$ cat src/rtl/booth_pkg.sv
package booth_pkg;
   typedef enum logic [1:0] {
      ST_IDLE = 2'd0,
      ST_RUN  = 2'd1,
      ST_DONE = 2'd2
   } booth_state_e;

   typedef enum logic [1:0] {
      OP_SKIP = 2'd0,
      OP_ADD  = 2'd1,
      OP_SUB  = 2'd2
   } booth_op_e;
endpackage

$ cat src/rtl/booth_recode.sv
module booth_recode
   import booth_pkg::*;
(
   input  logic      lsb,
   input  logic      prev,
   output booth_op_e op
);
   always_comb begin
      unique case ({lsb, prev})
         2'b01:   op = OP_ADD;
         2'b10:   op = OP_SUB;
         default: op = OP_SKIP;
      endcase
   end
endmodule

$ cat src/rtl/booth_addsub.sv
module booth_addsub #(
   parameter int W      = 9,
   parameter bit RIPPLE = 1'b1
) (
   input  logic [W-1:0] a,
   input  logic [W-1:0] b,
   input  logic         sub,
   output logic [W-1:0] sum
);
   logic [W-1:0] b_eff;

   assign b_eff = b ^ {W{sub}};

   generate
      if (RIPPLE) begin : g_ripple
         logic [W-1:0] cy;
         assign cy[0] = sub;
         for (genvar i = 0; i < W; i++) begin : g_bit
            assign sum[i] = a[i] ^ b_eff[i] ^ cy[i];
            if (i < W-1) begin : g_carry
               assign cy[i+1] = (a[i] & b_eff[i]) | (cy[i] & (a[i] ^ b_eff[i]));
            end
         end
      end else begin : g_behav
         assign sum = a + b_eff + {{(W-1){1'b0}}, sub};
      end
   endgenerate
endmodule

$ cat src/rtl/booth_ctrl.sv
module booth_ctrl
   import booth_pkg::*;
#(
   parameter int OPW = 8,
   localparam int ITW = (OPW > 2) ? $clog2(OPW) : 1
) (
   input  logic clk,
   input  logic rst_n,
   input  logic start,
   output logic load,
   output logic step,
   output logic busy,
   output logic done
);
   booth_state_e state_q, state_d;
   logic [ITW-1:0] iter_q, iter_d;
   logic last_iter;

   assign last_iter = (iter_q == ITW'(OPW-1));
   assign load = (state_q == ST_IDLE) && start;
   assign step = (state_q == ST_RUN);
   assign busy = (state_q == ST_RUN);
   assign done = (state_q == ST_DONE);

   always_comb begin
      state_d = state_q;
      iter_d  = iter_q;
      unique case (state_q)
         ST_IDLE: if (start) begin
            state_d = ST_RUN;
            iter_d  = '0;
         end
         ST_RUN: begin
            if (last_iter) state_d = ST_DONE;
            else           iter_d  = iter_q + 1'b1;
         end
         ST_DONE: state_d = ST_IDLE;
         default: state_d = ST_IDLE;
      endcase
   end

   always_ff @(posedge clk or negedge rst_n) begin
      if (!rst_n) begin
         state_q <= ST_IDLE;
         iter_q  <= '0;
      end else begin
         state_q <= state_d;
         iter_q  <= iter_d;
      end
   end

   AST_DONE_SINGLE: assert property (@(posedge clk) disable iff (!rst_n)
      done |=> !done);
   AST_RUN_TO_DONE: assert property (@(posedge clk) disable iff (!rst_n)
      $rose(done) |-> $past(busy));
   AST_START_IGNORED: assert property (@(posedge clk) disable iff (!rst_n)
      (done && start) |=> !busy);
endmodule

$ cat src/rtl/booth_seq_mult.sv
module booth_seq_mult
   import booth_pkg::*;
#(
   parameter int OPW    = 8,
   parameter bit RIPPLE = 1'b1,
   parameter int CNTW   = $clog2(OPW + 1),
   localparam int AW    = OPW + 1,
   localparam int PW    = 2 * OPW
) (
   input  logic            clk,
   input  logic            rst_n,
   input  logic            start,
   input  logic [OPW-1:0]  mcand,
   input  logic [OPW-1:0]  mplier,
   output logic            busy,
   output logic            done,
   output logic [PW-1:0]   product,
   output logic [CNTW-1:0] op_count
);
   generate
      if (OPW < 2) begin : g_bad_opw
         initial $fatal(1, "booth_seq_mult: OPW must be at least 2");
      end
      if ((1 << CNTW) <= OPW) begin : g_bad_cntw
         initial $fatal(1, "booth_seq_mult: CNTW too narrow for OPW");
      end
   endgenerate

   logic           load, step;
   logic [AW-1:0]  acc_q, m_q, sum_raw, sum_sel;
   logic [OPW-1:0] q_q;
   logic           prev_q;
   logic [CNTW-1:0] cnt_q;
   booth_op_e      op;

   booth_ctrl #(.OPW(OPW)) u_ctrl (
      .clk   (clk),
      .rst_n (rst_n),
      .start (start),
      .load  (load),
      .step  (step),
      .busy  (busy),
      .done  (done)
   );

   booth_recode u_rec (
      .lsb  (q_q[0]),
      .prev (prev_q),
      .op   (op)
   );

   booth_addsub #(.W(AW), .RIPPLE(RIPPLE)) u_add (
      .a   (acc_q),
      .b   (m_q),
      .sub (op == OP_SUB),
      .sum (sum_raw)
   );

   assign sum_sel = (op == OP_SKIP) ? acc_q : sum_raw;

   always_ff @(posedge clk or negedge rst_n) begin
      if (!rst_n) begin
         acc_q  <= '0;
         m_q    <= '0;
         q_q    <= '0;
         prev_q <= 1'b0;
         cnt_q  <= '0;
      end else if (load) begin
         acc_q  <= '0;
         m_q    <= {mcand[OPW-1], mcand};
         q_q    <= mplier;
         prev_q <= 1'b0;
         cnt_q  <= '0;
      end else if (step) begin
         acc_q  <= {sum_sel[AW-1], sum_sel[AW-1:1]};
         q_q    <= {sum_sel[0], q_q[OPW-1:1]};
         prev_q <= q_q[0];
         if (op != OP_SKIP) cnt_q <= cnt_q + 1'b1;
      end
   end

   assign product  = {acc_q[OPW-1:0], q_q};
   assign op_count = cnt_q;

   AST_PREV_FOLLOWS_LSB: assert property (@(posedge clk) disable iff (!rst_n)
      busy |=> (prev_q == $past(q_q[0])));
   AST_OPCNT_BOUND: assert property (@(posedge clk) disable iff (!rst_n)
      op_count <= CNTW'(OPW));
   AST_OPERANDS_HELD: assert property (@(posedge clk) disable iff (!rst_n)
      busy |=> $stable(m_q));
   AST_RESULT_HOLD: assert property (@(posedge clk) disable iff (!rst_n)
      (!busy && !load) |=> ($stable(product) && $stable(op_count)));
   AST_CLEAR_ON_LOAD: assert property (@(posedge clk) disable iff (!rst_n)
      load |=> (op_count == '0));
endmodule

$ cat config.mk
export PLATFORM = sky130hd
export DESIGN_NAME = booth_seq_mult
export DESIGN_NICKNAME = d
export VERILOG_FILES = /design/src/rtl/booth_pkg.sv /design/src/rtl/booth_recode.sv /design/src/rtl/booth_addsub.sv /design/src/rtl/booth_ctrl.sv /design/src/rtl/booth_seq_mult.sv
export SDC_FILE = /design/constraint.sdc
export NUM_CORES = 1
export LEC_CHECK = 0
export ABC_CLOCK_PERIOD_IN_PS = 4000
export BUFFER_PORTS_ARGS = -buffer_cell sky130_fd_sc_hd__buf_2
export CAP_MARGIN = 40
export CORE_UTILIZATION = 49
export CTS_CLUSTER_SIZE = 28
export DETAILED_ROUTE_END_ITERATION = 10
export PLACE_DENSITY_LB_ADDON = 0.12
export SYNTH_ARGS = -nofsm -noshare
export SYNTH_HDL_FRONTEND = slang
export SYNTH_HIERARCHICAL = 1
export SYNTH_SLANG_ARGS = --single-unit
$ cat constraint.sdc
create_clock -name clk -period 4 [get_ports clk]
set_input_delay 0.4 -clock clk [delete_from_list [all_inputs] [get_ports clk]]
set_output_delay 0.4 -clock clk [all_outputs]
set_load 0.005 [all_outputs]
**Word-level counts from Yosys, hierarchy flattened**

Cells that the tools add are included.

- Bits in registers: 35
- Input bits: 19
- Memories kept: 0
- Latch bits: 0
- Logic and storage cells: 88
- RAM bits: 0
- Output and inout bits: 22
- ROM bits: 0

- Multipliers: 0
- Magnitude comparators: 0
- Shift operators: 0
- Div/mod/pow operators: 0
- Add/subtract/negate cells: 2
- Multiplexer cells: 17
- Eq/ne operators: 9
- Bitwise operators: 43
- Reductions and logical operators: 10

Operator list:

| kind | count |
|---|---|
| $mux 9 | 3 |
| $xor 1x1->1 | 18 |
| $and 1x1->1 | 16 |
| $mux 8 | 2 |
| $mux 4 | 3 |
| $xor 9x9->9 | 1 |
| $or 1x1->1 | 8 |
| $pmux 2 s2 | 2 |
| $reduce_bool 2->1 | 4 |
| $eq 2x2->1 const B | 3 |
| $mux 3 | 2 |
| $pmux 3 s2 | 1 |
| $add 4x1->4 const B | 1 |
| $eq 2x1->1 const B | 2 |
| $logic_not 2->1 | 2 |
| $mux 2 | 2 |
| $ne 2x2->1 const B | 2 |
| $reduce_and 2->1 | 2 |
| $add 3x1->3 const B | 1 |
| $eq 3x3->1 const B | 1 |
| $reduce_and 3->1 | 1 |
| $mux 1 | 2 |
| $ne 2x1->1 const B | 1 |
| $logic_and 1x1->1 | 1 |

**Logic depth before layout (Yosys ltp)**

Gate-level depths: netlist of run 1.

- Depth in word-level cells: 25
- Gate-level depth with buffers: 17

**By module**

The synthesis of run 1 kept the hierarchy.

By module, submodules not included:

| module | sequential area each (sq um) | area each (sq um) | cells an instance | times used |
|---|---|---|---|---|
| booth_seq_mult | 725.7 | 1,333.8 | 119 | 1 |
| booth_addsub | 0.0 | 315.3 | 33 | 1 |
| booth_ctrl | 125.1 | 292.8 | 30 | 1 |
| booth_recode | 0.0 | 15.0 | 2 | 1 |

**Worst setup path after synthesis of run 1**

Ideal clock, no wire load.

- Kind: reg2reg
- Start point: register q_q[0]
- End point: register acc_q[7]
- Data required time: 3.879 ns
- Cell stages (with the launch flop): 18
- Arrival time: 4.282 ns
- Setup slack: -0.404 ns
- Period minus slack after synthesis: 4.404 ns
- Cells stage by stage: dfrtp_1 > nor2b_1 > buf_4 > nor2b_1 > buf_6 > xor2_1 > fa_1 > inv_1 > fa_1 > fa_1 > fa_1 > fa_1 > fa_1 > fa_1 > xnor2_1 > xnor2_1 > mux2i_1 > nor2_1

- Cells in the longest elaborated chain, start to end: 25

Ends and longest elaborated chain:

| item | line | text |
|---|---|---|
| start: declaration | booth_seq_mult.sv:31 | `logic [OPW-1:0] q_q;` |
| start signal: assignment | booth_seq_mult.sv:71 | `q_q <= mplier;` |
| start signal: assignment | booth_seq_mult.sv:76 | `q_q <= {sum_sel[0], q_q[OPW-1:1]};` |
| $eq 2x2->1 / $eq 2x1->1 (equally long branches) | booth_recode.sv:9 | `unique case ({lsb, prev})` |
| $pmux 2 s2 * | booth_recode.sv:9 |  |
| named net op[1] | booth_seq_mult.sv:34 | `booth_op_e op;` |
| $eq 2x2->1 * | booth_seq_mult.sv:55 | `.sub (op == OP_SUB),` |
| $xor 9x9->9 | booth_addsub.sv:12 | `assign b_eff = b ^ {W{sub}};` |
| $xor 1x1->1 | booth_addsub.sv:21 | `assign cy[i+1] = (a[i] & b_eff[i]) \| (cy[i] & (a[i] ^ b_eff[i]));` |
| $and 1x1->1 | booth_addsub.sv:21 |  |
| $or 1x1->1 | booth_addsub.sv:21 |  |
| (+11 left out) | -- |  |
| $or 1x1->1 | booth_addsub.sv:21 |  |
| $and 1x1->1 | booth_addsub.sv:21 |  |
| $or 1x1->1 | booth_addsub.sv:21 |  |
| $xor 1x1->1 * | booth_addsub.sv:19 | `assign sum[i] = a[i] ^ b_eff[i] ^ cy[i];` |
| named net sum_raw[8] | booth_seq_mult.sv:30 | `logic [AW-1:0] acc_q, m_q, sum_raw, sum_sel;` |
| $mux 9 * | booth_seq_mult.sv:59 | `assign sum_sel = (op == OP_SKIP) ? acc_q : sum_raw;` |
| $mux 9 * | booth_seq_mult.sv:74 | `end else if (step) begin` |
| $mux 9 * | booth_seq_mult.sv:68 | `end else if (load) begin` |
| end signal: assignment | booth_seq_mult.sv:75 | `acc_q <= {sum_sel[AW-1], sum_sel[AW-1:1]};` |
| end: declaration | booth_seq_mult.sv:30 |  |

The timed path passes the listed nets; every way through them passes the cells marked *. The select of a mux whose other input is x is not followed.
A chain may end at the register's enable or synchronous reset.

**Final worst setup path of run 1**

- Start point: register q_q[0]
- End point: register acc_q[6]

- Cells in the longest elaborated chain, start to end: 23

Ends and longest elaborated chain:

| item | line |
|---|---|
| $eq 2x2->1 / $eq 2x1->1 (equally long branches) | booth_recode.sv:9 |
| $pmux 2 s2 * | booth_recode.sv:9 |
| named net op[0] | booth_seq_mult.sv:34 |
| $eq 2x2->1 * | booth_seq_mult.sv:55 |
| $xor 9x9->9 | booth_addsub.sv:12 |
| $xor 1x1->1 | booth_addsub.sv:21 |
| $and 1x1->1 | booth_addsub.sv:21 |
| $or 1x1->1 | booth_addsub.sv:21 |
| (+9 left out) | -- |
| $or 1x1->1 | booth_addsub.sv:21 |
| $and 1x1->1 | booth_addsub.sv:21 |
| $or 1x1->1 | booth_addsub.sv:21 |
| $xor 1x1->1 * | booth_addsub.sv:19 |
| named net sum_raw[7] | booth_seq_mult.sv:30 |
| $mux 9 * | booth_seq_mult.sv:59 |
| $mux 9 * | booth_seq_mult.sv:74 |
| $mux 9 * | booth_seq_mult.sv:68 |

Marks and branches as above.

==> results of run 1 <==
## power by group through the flow
stage | clock network (mW) | registers, mW | logic (mW)
after floorplan | 0 | 0.659 | 1.02
after global placement | 0 | 0.677 | 1.24
after detailed placement | 0 | 0.690 | 1.29
after CTS | 0.241 | 0.686 | 1.30
after global routing | 0.256 | 0.713 | 1.51
final | 0.236 | 0.685 | 1.32
## area by class of cell
class	instances	area [sq um]
fillers	347	1430
flip-flops and latches	34	851
inverters	16	60.1
repair buffers	47	256
well taps	48	60.1
multi-input cells	122	1010
clock buffers	7	76.3
## kinds of logic after synthesis
| group | share of synthesized area |
|---|---|
| AO/OA/AOI/OAI | 0.112 |
| XOR/XNOR | 0.0620 |
| adder cells (fa/ha/maj) | 0.0908 |
| buffers and inverters | 0.0742 |
| flip-flops | 0.435 |
| multiplexers | 0.108 |
| AND/OR/NAND/NOR | 0.118 |
## layout by cell type (no fill, tap or decap)
master,count
sky130_fd_sc_hd__a21oi_1,2
sky130_fd_sc_hd__or3_1,1
sky130_fd_sc_hd__clkbuf_1,2
sky130_fd_sc_hd__o211ai_1,1
sky130_fd_sc_hd__a311oi_1,7
sky130_fd_sc_hd__fa_1,1
sky130_fd_sc_hd__mux2i_1,11
sky130_fd_sc_hd__xor2_1,3
sky130_fd_sc_hd__buf_2,40
sky130_fd_sc_hd__fa_2,6
sky130_fd_sc_hd__xnor2_2,2
sky130_fd_sc_hd__and2_1,1
sky130_fd_sc_hd__dfrtp_1,34
sky130_fd_sc_hd__nor2_8,1
sky130_fd_sc_hd__xnor2_1,7
sky130_fd_sc_hd__nor2_2,1
sky130_fd_sc_hd__nand3_1,4
sky130_fd_sc_hd__nor2b_1,1
sky130_fd_sc_hd__or2_1,1
sky130_fd_sc_hd__mux2_2,9
sky130_fd_sc_hd__nand2b_1,4
sky130_fd_sc_hd__and2b_1,1
sky130_fd_sc_hd__inv_1,16
sky130_fd_sc_hd__a22oi_1,1
sky130_fd_sc_hd__ha_1,3
sky130_fd_sc_hd__buf_6,1
sky130_fd_sc_hd__o21ai_0,16
sky130_fd_sc_hd__buf_4,6
sky130_fd_sc_hd__nor2b_4,2
sky130_fd_sc_hd__nand2_1,16
sky130_fd_sc_hd__nor2_1,13
sky130_fd_sc_hd__o221ai_1,3
sky130_fd_sc_hd__xor2_2,1
sky130_fd_sc_hd__o21ai_4,1
sky130_fd_sc_hd__o21ba_1,1
sky130_fd_sc_hd__and2b_2,1
sky130_fd_sc_hd__clkbuf_8,5
## through the flow
| stage | cell area (sq um) | util | hold slack [ns] | setup slack [ns] | std cells |
|---|---|---|---|---|---|
| floorplan | 2000 | - | 0.104 | -0.00935 | 184 |
| global placement | 2210 | 0.590 | 0.486 | 0.162 | 265 |
| detailed placement | 2220 | 0.593 | 0.499 | 0.0792 | 266 |
| CTS | 2290 | 0.613 | 0.209 | 0.0572 | 273 |
| global route | 2310 | 0.618 | 0.244 | -0.0463 | 274 |
| finish | 2310 | 0.618 | 0.186 | 0.131 | 274 |
## worst max-delay path: stages (launching register included)
cell and delay (ns):
sky130_fd_sc_hd__dfrtp_1 0.40, sky130_fd_sc_hd__and2b_2 0.27, sky130_fd_sc_hd__nor2b_4 0.16, sky130_fd_sc_hd__xor2_2 0.16
sky130_fd_sc_hd__fa_1 0.18, sky130_fd_sc_hd__inv_1 0.05, sky130_fd_sc_hd__fa_2 0.34, sky130_fd_sc_hd__fa_2 0.34
sky130_fd_sc_hd__fa_2 0.34, sky130_fd_sc_hd__fa_2 0.35, sky130_fd_sc_hd__fa_2 0.34, sky130_fd_sc_hd__fa_2 0.42
sky130_fd_sc_hd__inv_1 0.06, sky130_fd_sc_hd__o21ai_0 0.09, sky130_fd_sc_hd__a311oi_1 0.28
## metal layers
metal	share of wire	up-vias
met5	0	-
met4	0.020	0
met3	0.042	8
met2	0.47	32
met1	0.47	662
li1	-	694
## cells in the mapped netlist (all sizes together)
cell / instances
and2: 1
and2b: 2
mux2: 9
fa: 7
nand3: 4
or3: 1
nor2b: 3
ha: 3
dfrtp: 34
nand2: 16
inv: 16
xor2: 4
o221ai: 3
o21ba: 1
a22oi: 1
clkbuf: 1
nor2: 15
o211ai: 1
nand2b: 4
o21ai: 17
or2: 1
buf: 11
a311oi: 7
a21oi: 2
xnor2: 9
mux2i: 11
## path summary, 6_finish.rpt
check / cells past startpoint / from / end
min in group clk: 3 / mplier[2] / q_q[2]$_DFFE_PN0P_
worst max register to register: 14 / q_q[0]$_DFFE_PN0P_ / acc_q[6]$_DFFE_PN0P_
worst max-delay path: 14 / q_q[0]$_DFFE_PN0P_ / acc_q[6]$_DFFE_PN0P_
worst min-delay path: 1 / rst_n / q_q[2]$_DFFE_PN0P_
worst min register to register: 1 / u_ctrl/state_q[1]$_DFFE_PN0P_ / u_ctrl/state_q[0]$_DFFE_PN0P_
max in group asynchronous: 1 / rst_n / m_q[2]$_DFFE_PN0P_
## state kept, by name, indices dropped and copies added (netlist names)
name            cells
m_q                 8
prev_q              1
q_q                 8
acc_q               8
u_ctrl/iter_q       3
op_count            4
u_ctrl/state_q      2
## what timing repair did
action / CTS / global route
endpoints found under the setup margin: 0 / 2
resized for setup: 0 / 2
setup buffers: 0 / 1
==> reports/summary.log, run 1 <==
[global_route] grt peak-use layer met2
[floorplanning] die width 65.2 microns
[sta] worst relative slew slack 0.485
[placed_design] buffers added on ports 40
[flow_run] # Max-Cap Violations 0
[floorplanning] die extent in y 65.2 microns
[synth] cell types occupying the most area after synthesis sky130_fd_sc_hd__dfrtp_1 43%, sky130_fd_sc_hd__fa_1 7.2%, sky130_fd_sc_hd__mux2i_1 5.6%
[power] PD cells 971 nW/um^2
[global_route] GR Overflow Total 0
[clocking] deepest clock path buffer count 2
[sta] setup TNS after final layout 0 ns
[synth] Syn Std Cell Area 1960 sq um
[routing] per-cell routed wire length 14.3 microns
[routing] DRT antenna net count 0
[sta] total setup violations reported at the end of the flow 0
[routing] first-pass iteration count of the detailed router 4
[sta] fin. max-slew vios 0
[sta] minimum clock period 3.87 ns
[global_route] GR Util met3 0.0469
[power] leakage power figure 1.12 nW
[placed_design] half-perimeter wire length after detailed placement 2860 microns
[power] relative contribution of sequential cells to total power 0.305
[critical_path] peak fanout along the critical path 5
[floorplanning] Core Region 3740 sq um
[synth] Mapped Nets 213
[synth] cell type with the highest aggregate area in the netlist sky130_fd_sc_hd__dfrtp_1
[clocking] clock input transition at the sequential cells of the worst setup and hold paths 0.07 ns
[critical_path] crit path capture type flop
[global_route] first-pass GRT wire length 6800 microns
[clocking] CTS tree built
[power] net switching component of the power 0.944 mW
[global_route] global routing usage summed across all routing layers 0.216
[placed_design] global placement routability congestion 0.812
[critical_path] data arrival at the endpoint of the critical path 4.06 ns
[routing] final WL 3910 microns
[power] Power Internal 1.30 mW
[finish] Net count, final 255
[routing] number of design rule violations left after detail routing 0
[synth] cells after synthesis 184
[sta] final hold violation count 0
[synth] area share of the largest cell type after synthesis 0.435
[hold_path] type of the tightest min-delay check input pin to asynchronous set/reset pin
[critical_path] WP data required 4.19 ns
[clocking] hold buffer count at cts 0
[sta] Worst Skew 0.00519 ns
[sta] f_max 0.258 GHz
[routing] detailed-route via count 1396
[global_route] vias in the first global route 1465
[power] Net Sw Frac 0.421
[global_route] met2 global-route usage 0.351
[synth] number of distinct standard cells referenced by the synthesized netlist 32
[sta] unrepaired setup endpoints after global routing true
[power] total power draw 2.25 mW
[sta] fraction of the cycle the final worst path needs 0.967
[synth] Yosys warning total 6
[power] combinational share of power 0.590
[sta] Least-Margin Pin Slew 0.772 ns
[floorplanning] initial standard-cell utilization of the core 0.523
[critical_path] element type at the critical path start flop
[routing] drt first-iter violations 77
[clocking] Root Buffer Master sky130_fd_sc_hd__clkbuf_8
[critical_path] path type of the worst setup path flop to flop
[floorplanning] num rows 22
[global_route] initial antenna violation count 0
[routing] via-per-instance ratio 5.09
[clocking] number of clock sinks 34
[clocking] TritonCTS Buffers 5
[critical_path] setup slack of the worst register-to-register path 0.13 ns
[global_route] pin count of the biggest net entering global routing 35
[finish] Ant. Diodes 0
[floorplanning] number of primary I/O pins 41
[clocking] H-tree level count 2
[finish] fraction of final layout cells sized beyond drive strength 1 0.336
[synth] Synth Register Bits 34
[finish] growth of design area from synthesis to finish 18.2%
[floorplanning] DIE AREA 4250 sq um
[clocking] worst skew pair latency 0.29 ns
[run_status] run status finished clean
[power] peak supply drop 0.500 mV
[synth] share of the yosys chip area belonging to registers 0.435
[power] relative contribution of the clock network to total power 0.105
[global_route] GRT met1 Usage 0.273
[synth] synthesized area divided by synthesized cell count 10.6 sq um
Power figures use the tool's default switching activity.
==> run 2: changes to the inputs <==
CORE_UTILIZATION = 48   (was 49)
SYNTH_HIERARCHICAL = not set   (was 1)
==> reports/summary.log, run 2 <==
[placed_design] buffers added on ports 40 [unchanged]
[placed_design] half-perimeter wire length after detailed placement 2440 microns [-15%]
[synth] cell types occupying the most area after synthesis sky130_fd_sc_hd__dfrtp_1 47%, sky130_fd_sc_hd__fa_1 7.7%, sky130_fd_sc_hd__a22o_1 6.2%
[routing] final WL 3530 microns [-9.7%]
[synth] primary flip-flop cell chosen by synthesis mapping sky130_fd_sc_hd__dfrtp_1
[routing] per-cell routed wire length 14.2 microns [-0.66%]
[power] Net Sw Frac 0.370 [-0.0501]
[clocking] Root Buffer Master sky130_fd_sc_hd__clkbuf_8
[synth] Mapped Nets 190 [-11%]
[synth] Yosys warning total 0 [-6]
[routing] number of design rule violations left after detail routing 0 [unchanged]
[global_route] global routing usage summed across all routing layers 0.205 [-0.0109]
[routing] via-per-instance ratio 5.39 [+5.9%]
[sta] final hold violation count 0 [unchanged]
[clocking] H-tree level count 2 [unchanged]
[finish] area used by multi-input combinational logic 887 sq um [-12%]
[critical_path] crit path capture type flop
[critical_path] WP data required 4.18 ns [about the same]
[sta] unrepaired setup endpoints after global routing false
[critical_path] element type at the critical path start flop
[sta] f_max 0.262 GHz [+1.4%]
[floorplanning] DIE AREA 4060 sq um [-4.6%]
[clocking] clock input transition at the sequential cells of the worst setup and hold paths 0.07 ns [about the same]
[critical_path] cell with the biggest individual delay on the critical path sky130_fd_sc_hd__fa_1
[routing] first-pass iteration count of the detailed router 4 [unchanged]
[synth] number of synthesized flops with an enable pin 0 [unchanged]
[sta] worst relative slew slack 0.508 [+0.0228]
[sta] minimum clock period 3.81 ns [-0.0547 ns]
[critical_path] count of buffer and inverter cells on the critical path 1 [-1]
[floorplanning] die width 63.7 microns [-2.3%]
[routing] wire length on met2 1750 microns [-5.1%]
[routing] DRT antenna net count 0 [unchanged]
[run_status] run status finished clean
[hold_path] type of the tightest min-delay check input pin to asynchronous set/reset pin
[finish] number of inserted filler cells in the final layout 333 [-4.0%]
[synth] cell type with the highest aggregate area in the netlist sky130_fd_sc_hd__dfrtp_1
[clocking] TritonCTS Buffers 5 [unchanged]
[synth] Synth Register Bits 34 [unchanged]
[floorplanning] Core Region 3660 sq um [-2.2%]
[synth] area share of the largest cell type after synthesis 0.466 [+0.0310]
[finish] Reg area 851 sq um [unchanged]
[global_route] initial antenna violation count 0 [unchanged]
[routing] drt first-iter violations 51 [-34%]
[synth] synthesized area divided by synthesized cell count 11.4 sq um [+7.4%]
[power] PD cells 915 nW/um^2 [-5.8%]
[global_route] GR Overflow Total 0 [unchanged]
[critical_path] path type of the worst setup path flop to flop
[power] Power Internal 1.27 mW [-2.6%]
[critical_path] cell mode on critical path sky130_fd_sc_hd__fa_2
[synth] number of distinct standard cells referenced by the synthesized netlist 30 [-6.3%]
[power] relative contribution of the clock network to total power 0.196 [+0.091]
[clocking] Setup Fix Bufs, Post-CTS 0 [unchanged]
[clocking] deepest clock path buffer count 2 [unchanged]
[power] relative contribution of sequential cells to total power 0.328 [+0.023]
[global_route] first-pass GRT wire length 6070 microns [-11%]
[critical_path] peak fanout along the critical path 3 [-2]
[routing] total met3 wirelength after detailed routing 205 microns [+26%]
[power] net switching component of the power 0.746 mW [-21%]
[power] total power draw 2.01 mW [-10%]
[finish] area of all placed cells without fillers 2200 sq um [-4.8%]
[power] leakage power figure 1.03 nW [-8.8%]
[sta] Least-Margin Pin Slew 0.738 ns [-0.0342 ns]
[global_route] pin count of the biggest net entering global routing 35 [unchanged]
[floorplanning] initial standard-cell utilization of the core 0.499 [-0.0238]
[routing] Post-Route M1 WL 1520 microns [-16%]
[synth] Syn Std Cell Area 1830 sq um [-6.6%]
[synth] cells after synthesis 160 [-13%]
[sta] fin. max-slew vios 0 [unchanged]
[synth] ys async rst share 1.00 [unchanged]
[global_route] vias in the first global route 1265 [-14%]
[critical_path] data arrival at the endpoint of the critical path 3.99 ns [-0.07 ns]
[routing] detailed-route via count 1343 [-3.8%]
[routing] Top Metal Used met4
[finish] commonest non-fill, non-tap cells in the layout 40 x sky130_fd_sc_hd__buf_2, 34 x sky130_fd_sc_hd__dfrtp_1, 17 x sky130_fd_sc_hd__o21ai_0
[sta] fraction of the cycle the final worst path needs 0.953 [-0.0137]
[critical_path] cell family with the largest share of critical-path delay adder cells
[finish] growth of design area from synthesis to finish 20.5%
[finish] leading cell type in the layout, fill and taps excluded sky130_fd_sc_hd__buf_2
[finish] Ant. Diodes 0 [unchanged]
[critical_path] Critical Path Max Stage Delay 0.47 ns [+0.05 ns]
[clocking] worst skew pair latency 0.29 ns [about the same]
[floorplanning] number of primary I/O pins 41 [unchanged]
[clocking] hold buffer count at cts 0 [unchanged]
[finish] Regs by FF count acc_q (8), m_q (8), q_q (8)
[power] peak supply drop 0.435 mV [-13%]
[placed_design] post-placement cell area 2050 sq um [-7.6%]
[floorplanning] num rows 22 [unchanged]
[sta] setup TNS after final layout 0 ns [unchanged]
[synth] library cell with the highest instance count after synthesis sky130_fd_sc_hd__dfrtp_1
[placed_design] global placement routability congestion 0.754 [-7.1%]
[synth] most frequent cells after synthesis 34 x sky130_fd_sc_hd__dfrtp_1, 17 x sky130_fd_sc_hd__o21ai_0, 13 x sky130_fd_sc_hd__a22o_1, 13 x sky130_fd_sc_hd__nand2_1, 9 x sky130_fd_sc_hd__mux2_2
[finish] Net count, final 230 [-9.8%]
[critical_path] critical path, cell by cell inv_1 > ha_1 > xnor2_1 > fa_1 > fa_1 > fa_2 > fa_2 > fa_2 > fa_2 > fa_1 > o21ai_0 > a22o_1
[sta] total setup violations reported at the end of the flow 0 [unchanged]
[clocking] Resized cells post-CTS 0 [unchanged]
[synth] share of the yosys chip area belonging to registers 0.466 [+0.0310]
[floorplanning] die extent in y 63.7 microns [-2.3%]
[clocking] number of clock sinks 34 [unchanged]
[clocking] CTS tree built
[finish] fraction of final layout cells sized beyond drive strength 1 0.343 [+0.00700]
[power] combinational share of power 0.476 [-0.114]
[flow_run] # Max-Cap Violations 0 [unchanged]
[sta] Worst Skew 0.00820 ns [+0.00301 ns]
-- run 2: cell types whose count changed after synthesis, moves of 4 or more --
cell	delta
sky130_fd_sc_hd__nand3_1	-4
sky130_fd_sc_hd__a311oi_1	-7
sky130_fd_sc_hd__a22oi_1	+6
sky130_fd_sc_hd__inv_1	-8
sky130_fd_sc_hd__nor2_1	-10
sky130_fd_sc_hd__a22o_1	+13
sky130_fd_sc_hd__mux2i_1	-10
-- run 2: path summary, 6_finish.rpt --
check                                         from                       to  slack (ns)  cells past startpoint
worst min-delay path                         rst_n  op_count[1]$_DFFE_PN0P_        0.17                      1
worst max register to register  prev_q$_DFFE_PN0P_     acc_q[6]$_DFFE_PN0P_        0.19                     12
worst min register to register  prev_q$_DFFE_PN0P_       prev_q$_DFFE_PN0P_        0.50                      1
min in group clk                          mcand[1]       m_q[1]$_DFFE_PN0P_        0.34                      2
max in group asynchronous                    rst_n       m_q[4]$_DFFE_PN0P_        3.36                      1
worst max-delay path            prev_q$_DFFE_PN0P_     acc_q[6]$_DFFE_PN0P_        0.19                     12
-- run 2: through the flow --
step	worst slack [ns]	instances	utilization	hold WS [ns]
after floorplan	0.0244	160	-	0.104
after global placement	0.117	240	0.558	0.483
after detailed placement	0.0646	241	0.560	0.493
after CTS	0.0550	249	0.599	0.184
after global routing	0.0145	249	0.601	0.226
final	0.186	249	0.601	0.165
-- run 2: kinds of logic (layout without fill, tap and decap cells) --
group                    after synthesis  count (layout)  share of synthesized area
adder cells (fa/ha/maj)               11              11                      0.104
buffers and inverters                 19              60                     0.0541
AND/OR/NAND/NOR                       33              33                      0.101
multiplexers                          10              10                     0.0610
XOR/XNOR                               9               9                     0.0432
flip-flops                            34              34                      0.466
AO/OA/AOI/OAI                         44              44                      0.171
-- run 2: cell type report --
type	count	area share
inverters	8	0.0136
well taps	48	0.0273
clock buffers	6	0.0375
clock inverters	2	0.0273
flip-flops and latches	34	0.387
multi-input cells	107	0.403
repair buffers	44	0.105
-- run 2: per-layer routing --
| layer | track usage | vias to the layer above |
|---|---|---|
| li1 | - | 638 |
| met1 | 0.261 | 663 |
| met2 | 0.314 | 37 |
| met3 | 0.0670 | 5 |
| met4 | 0.0966 | 0 |
| met5 | 0 | - |
-- run 2: power groups by stage --
stage | Sequential (mW) | Combinational, mW | Clock, mW
6_report | 0.660 | 0.959 | 0.395
2_1_floorplan | 0.619 | 0.742 | 0
4_1_cts | 0.663 | 0.963 | 0.403
3_5_place_dp | 0.667 | 0.949 | 0
3_3_place_gp | 0.658 | 0.917 | 0
5_1_grt | 0.687 | 1.11 | 0.417
==> run 3: changes to the inputs <==
ABC_CLOCK_PERIOD_IN_PS = 3650   (was 4000)
CORE_UTILIZATION = 53   (was 48)
clock period = 3.65 ns   (was 4 ns; I/O delays follow)
==> reports/summary.log, run 3 (same netlist as run 2, synthesis figures left out) <==
[finish] Net count, final 229 [-0.43%]
[critical_path] startpoint of the worst-slack reg-to-reg timing path q_q[0]$_DFFE_PN0P_
[routing] drt first-iter violations 76 [+49%]
[critical_path] WP data required 3.90 ns [-0.28 ns]
[finish] Ant. Diodes 0 [unchanged]
[routing] number of design rule violations left after detail routing 0 [unchanged]
[finish] leading cell type in the layout, fill and taps excluded sky130_fd_sc_hd__buf_2
[finish] commonest non-fill, non-tap cells in the layout 40 x sky130_fd_sc_hd__buf_2, 34 x sky130_fd_sc_hd__dfrtp_1, 16 x sky130_fd_sc_hd__o21ai_0
[critical_path] setup slack of the worst register-to-register path -0.03 ns [-0.22 ns]
[floorplanning] die width 60.7 microns [-4.7%]
[global_route] GR Util met3 0.0661 [-0.000931]
[clocking] clock input transition at the sequential cells of the worst setup and hold paths 0.11 ns [+0.04 ns]
[finish] growth of design area from synthesis to finish 17.7%
[critical_path] depth of the worst register-to-register path 11 [-1]
[critical_path] path type of the worst setup path flop to flop
[clocking] Root Buffer Master sky130_fd_sc_hd__clkbuf_4
[sta] smallest hold slack 0.0719 ns [-0.0935 ns]
[placed_design] buffers added on ports 40 [unchanged]
[routing] DRT antenna net count 0 [unchanged]
[clocking] CTS tree built
[global_route] initial antenna violation count 0 [unchanged]
[floorplanning] DIE AREA 3690 sq um [-9.1%]
[power] peak supply drop 0.495 mV [+14%]
[clocking] worst skew pair latency 0.36 ns [+0.07 ns]
[sta] Worst Skew 0.0138 ns [+0.00558 ns]
[critical_path] element type at the critical path start flop
[power] PD cells 963 nW/um^2 [+5.3%]
[floorplanning] num rows 20 [-9.1%]
[routing] final WL 3490 microns [-1.2%]
[global_route] first-pass GRT wire length 5910 microns [-2.7%]
[hold_path] type of the tightest min-delay check input pin to asynchronous set/reset pin
[routing] first-pass iteration count of the detailed router 4 [unchanged]
[critical_path] Reg-to-Reg End acc_q[6]$_DFFE_PN0P_
[routing] per-cell routed wire length 14.3 microns [+0.83%]
[run_status] run status finished with violations
[sta] final hold violation count 0 [unchanged]
[critical_path] peak fanout along the critical path 3 [unchanged]
[global_route] GR Overflow Total 0 [unchanged]
[sta] f_max 0.272 GHz [+3.6%]
[global_route] pin count of the biggest net entering global routing 35 [unchanged]
[global_route] grt peak-use layer met2
[routing] via-per-instance ratio 5.46 [+1.2%]
[sta] total setup violations reported at the end of the flow 2 [+2]
[clocking] Setup Fix Bufs, Post-CTS 0 [unchanged]
[critical_path] data arrival at the endpoint of the critical path 3.93 ns [-0.06 ns]
[finish] fraction of final layout cells sized beyond drive strength 1 0.365 [+0.0217]
[floorplanning] number of primary I/O pins 41 [unchanged]
[global_route] vias in the first global route 1298 [+2.6%]
[clocking] deepest clock path buffer count 2 [unchanged]
[global_route] GRT met1 Usage 0.297 [+0.0357]
[floorplanning] initial standard-cell utilization of the core 0.579 [+0.0804]
[flow_run] # Max-Cap Violations 0 [unchanged]
[critical_path] crit path capture type flop
[run_status] violated checks setup timing
[power] total power draw 2.07 mW [+2.8%]
[clocking] TritonCTS Buffers 5 [unchanged]
[global_route] met2 global-route usage 0.355 [+0.0410]
[power] leakage power figure 0.998 nW [-2.7%]
[clocking] H-tree level count 2 [unchanged]
[sta] fraction of the cycle the final worst path needs 1.01 [+0.0555]
[sta] unrepaired setup endpoints after global routing true
[placed_design] global placement routability congestion 0.767 [+1.7%]
[placed_design] half-perimeter wire length after detailed placement 2410 microns [-1.4%]
[sta] Least-Margin Pin Slew 0.896 ns [+0.158 ns]
[floorplanning] Core Region 3150 sq um [-14%]
[global_route] global routing usage summed across all routing layers 0.227 [+0.0217]
[clocking] number of clock sinks 34 [unchanged]
[finish] Regs by FF count acc_q (8), m_q (8), q_q (8)
[sta] smallest setup slack after layout -0.0328 ns [-0.219 ns]
[finish] post-route core utilization 0.682 [+0.0806]
[sta] minimum clock period 3.68 ns [-0.131 ns]
[sta] fin. max-slew vios 0 [unchanged]
[sta] worst relative slew slack 0.400 [-0.108]
[routing] detailed-route via count 1332 [-0.82%]
[floorplanning] die extent in y 60.7 microns [-4.7%]
[run 3: worst max path at each step]
stage	startpoint	slack, ns	end	cells after the start
2_1_floorplan	q_q[0]$_DFFE_PN0P_	-0.08	acc_q[6]$_DFFE_PN0P_	12
3_3_place_gp	prev_q$_DFFE_PN0P_	0.03	acc_q[6]$_DFFE_PN0P_	12
3_5_place_dp	prev_q$_DFFE_PN0P_	-0.05	acc_q[6]$_DFFE_PN0P_	12
4_1_cts	q_q[0]$_DFFE_PN0P_	-0.005	acc_q[6]$_DFFE_PN0P_	11
5_1_grt	prev_q$_DFFE_PN0P_	-0.11	acc_q[6]$_DFFE_PN0P_	12
6_report	q_q[0]$_DFFE_PN0P_	-0.03	acc_q[6]$_DFFE_PN0P_	11
[run 3: what timing repair did]
action	in CTS	in global routing
cloned	0	0
hold buffers	0	0
setup endpoints to repair	2	2
gates resized for setup	3	0
[run 3: metrics by stage]
step | cells | setup TNS, ns | setup slack (ns) | instance area, sq um
6_report | 244 | -0.0340 | -0.0328 | 2150
5_1_grt | 244 | -0.226 | -0.113 | 2150
4_1_cts | 244 | -0.00502 | -0.00502 | 2150
3_5_place_dp | 236 | -0.0466 | -0.0466 | 2060
3_3_place_gp | 236 | 0 | 0.0334 | 2060
2_1_floorplan | 160 | -0.0917 | -0.0763 | 1860
[run 3: final cells by class]
type	instances	area, sq um
Sequential cell	34	851
Timing Repair Buffer	43	223
Fill cell	259	1000
Clock buffer	8	78.8
Multi-Input combinational cell	107	912
Inverter	8	30.0
Tap cell	44	55.1
[run 3: report_power, final]
part	leakage [nW]	switching (mW)	total, mW	internal [mW]
combinational	0.528	0.507	1.08	0.576
clock	0.0446	0.132	0.264	0.132
sequential	0.426	0.173	0.723	0.550
[run 3: layer usage]
layer / wire [microns] / up-vias / part of all wire
met5: 0 / - / 0
met4: 70 / 0 / 0.020
met3: 166 / 10 / 0.048
met2: 1720 / 34 / 0.49
met1: 1530 / 650 / 0.44
li1: - / 638 / -
[run 3: critical path, cell delays in order, from the launching register on]
cell and delay [ns]:
sky130_fd_sc_hd__dfrtp_1 0.43, sky130_fd_sc_hd__ha_4 0.19, sky130_fd_sc_hd__xnor2_2 0.14, sky130_fd_sc_hd__fa_2 0.36, sky130_fd_sc_hd__fa_2 0.34, sky130_fd_sc_hd__fa_2 0.34, sky130_fd_sc_hd__fa_2 0.35, sky130_fd_sc_hd__fa_2 0.34
sky130_fd_sc_hd__fa_2 0.35, sky130_fd_sc_hd__fa_1 0.49, sky130_fd_sc_hd__o21ai_1 0.07, sky130_fd_sc_hd__a22o_1 0.17
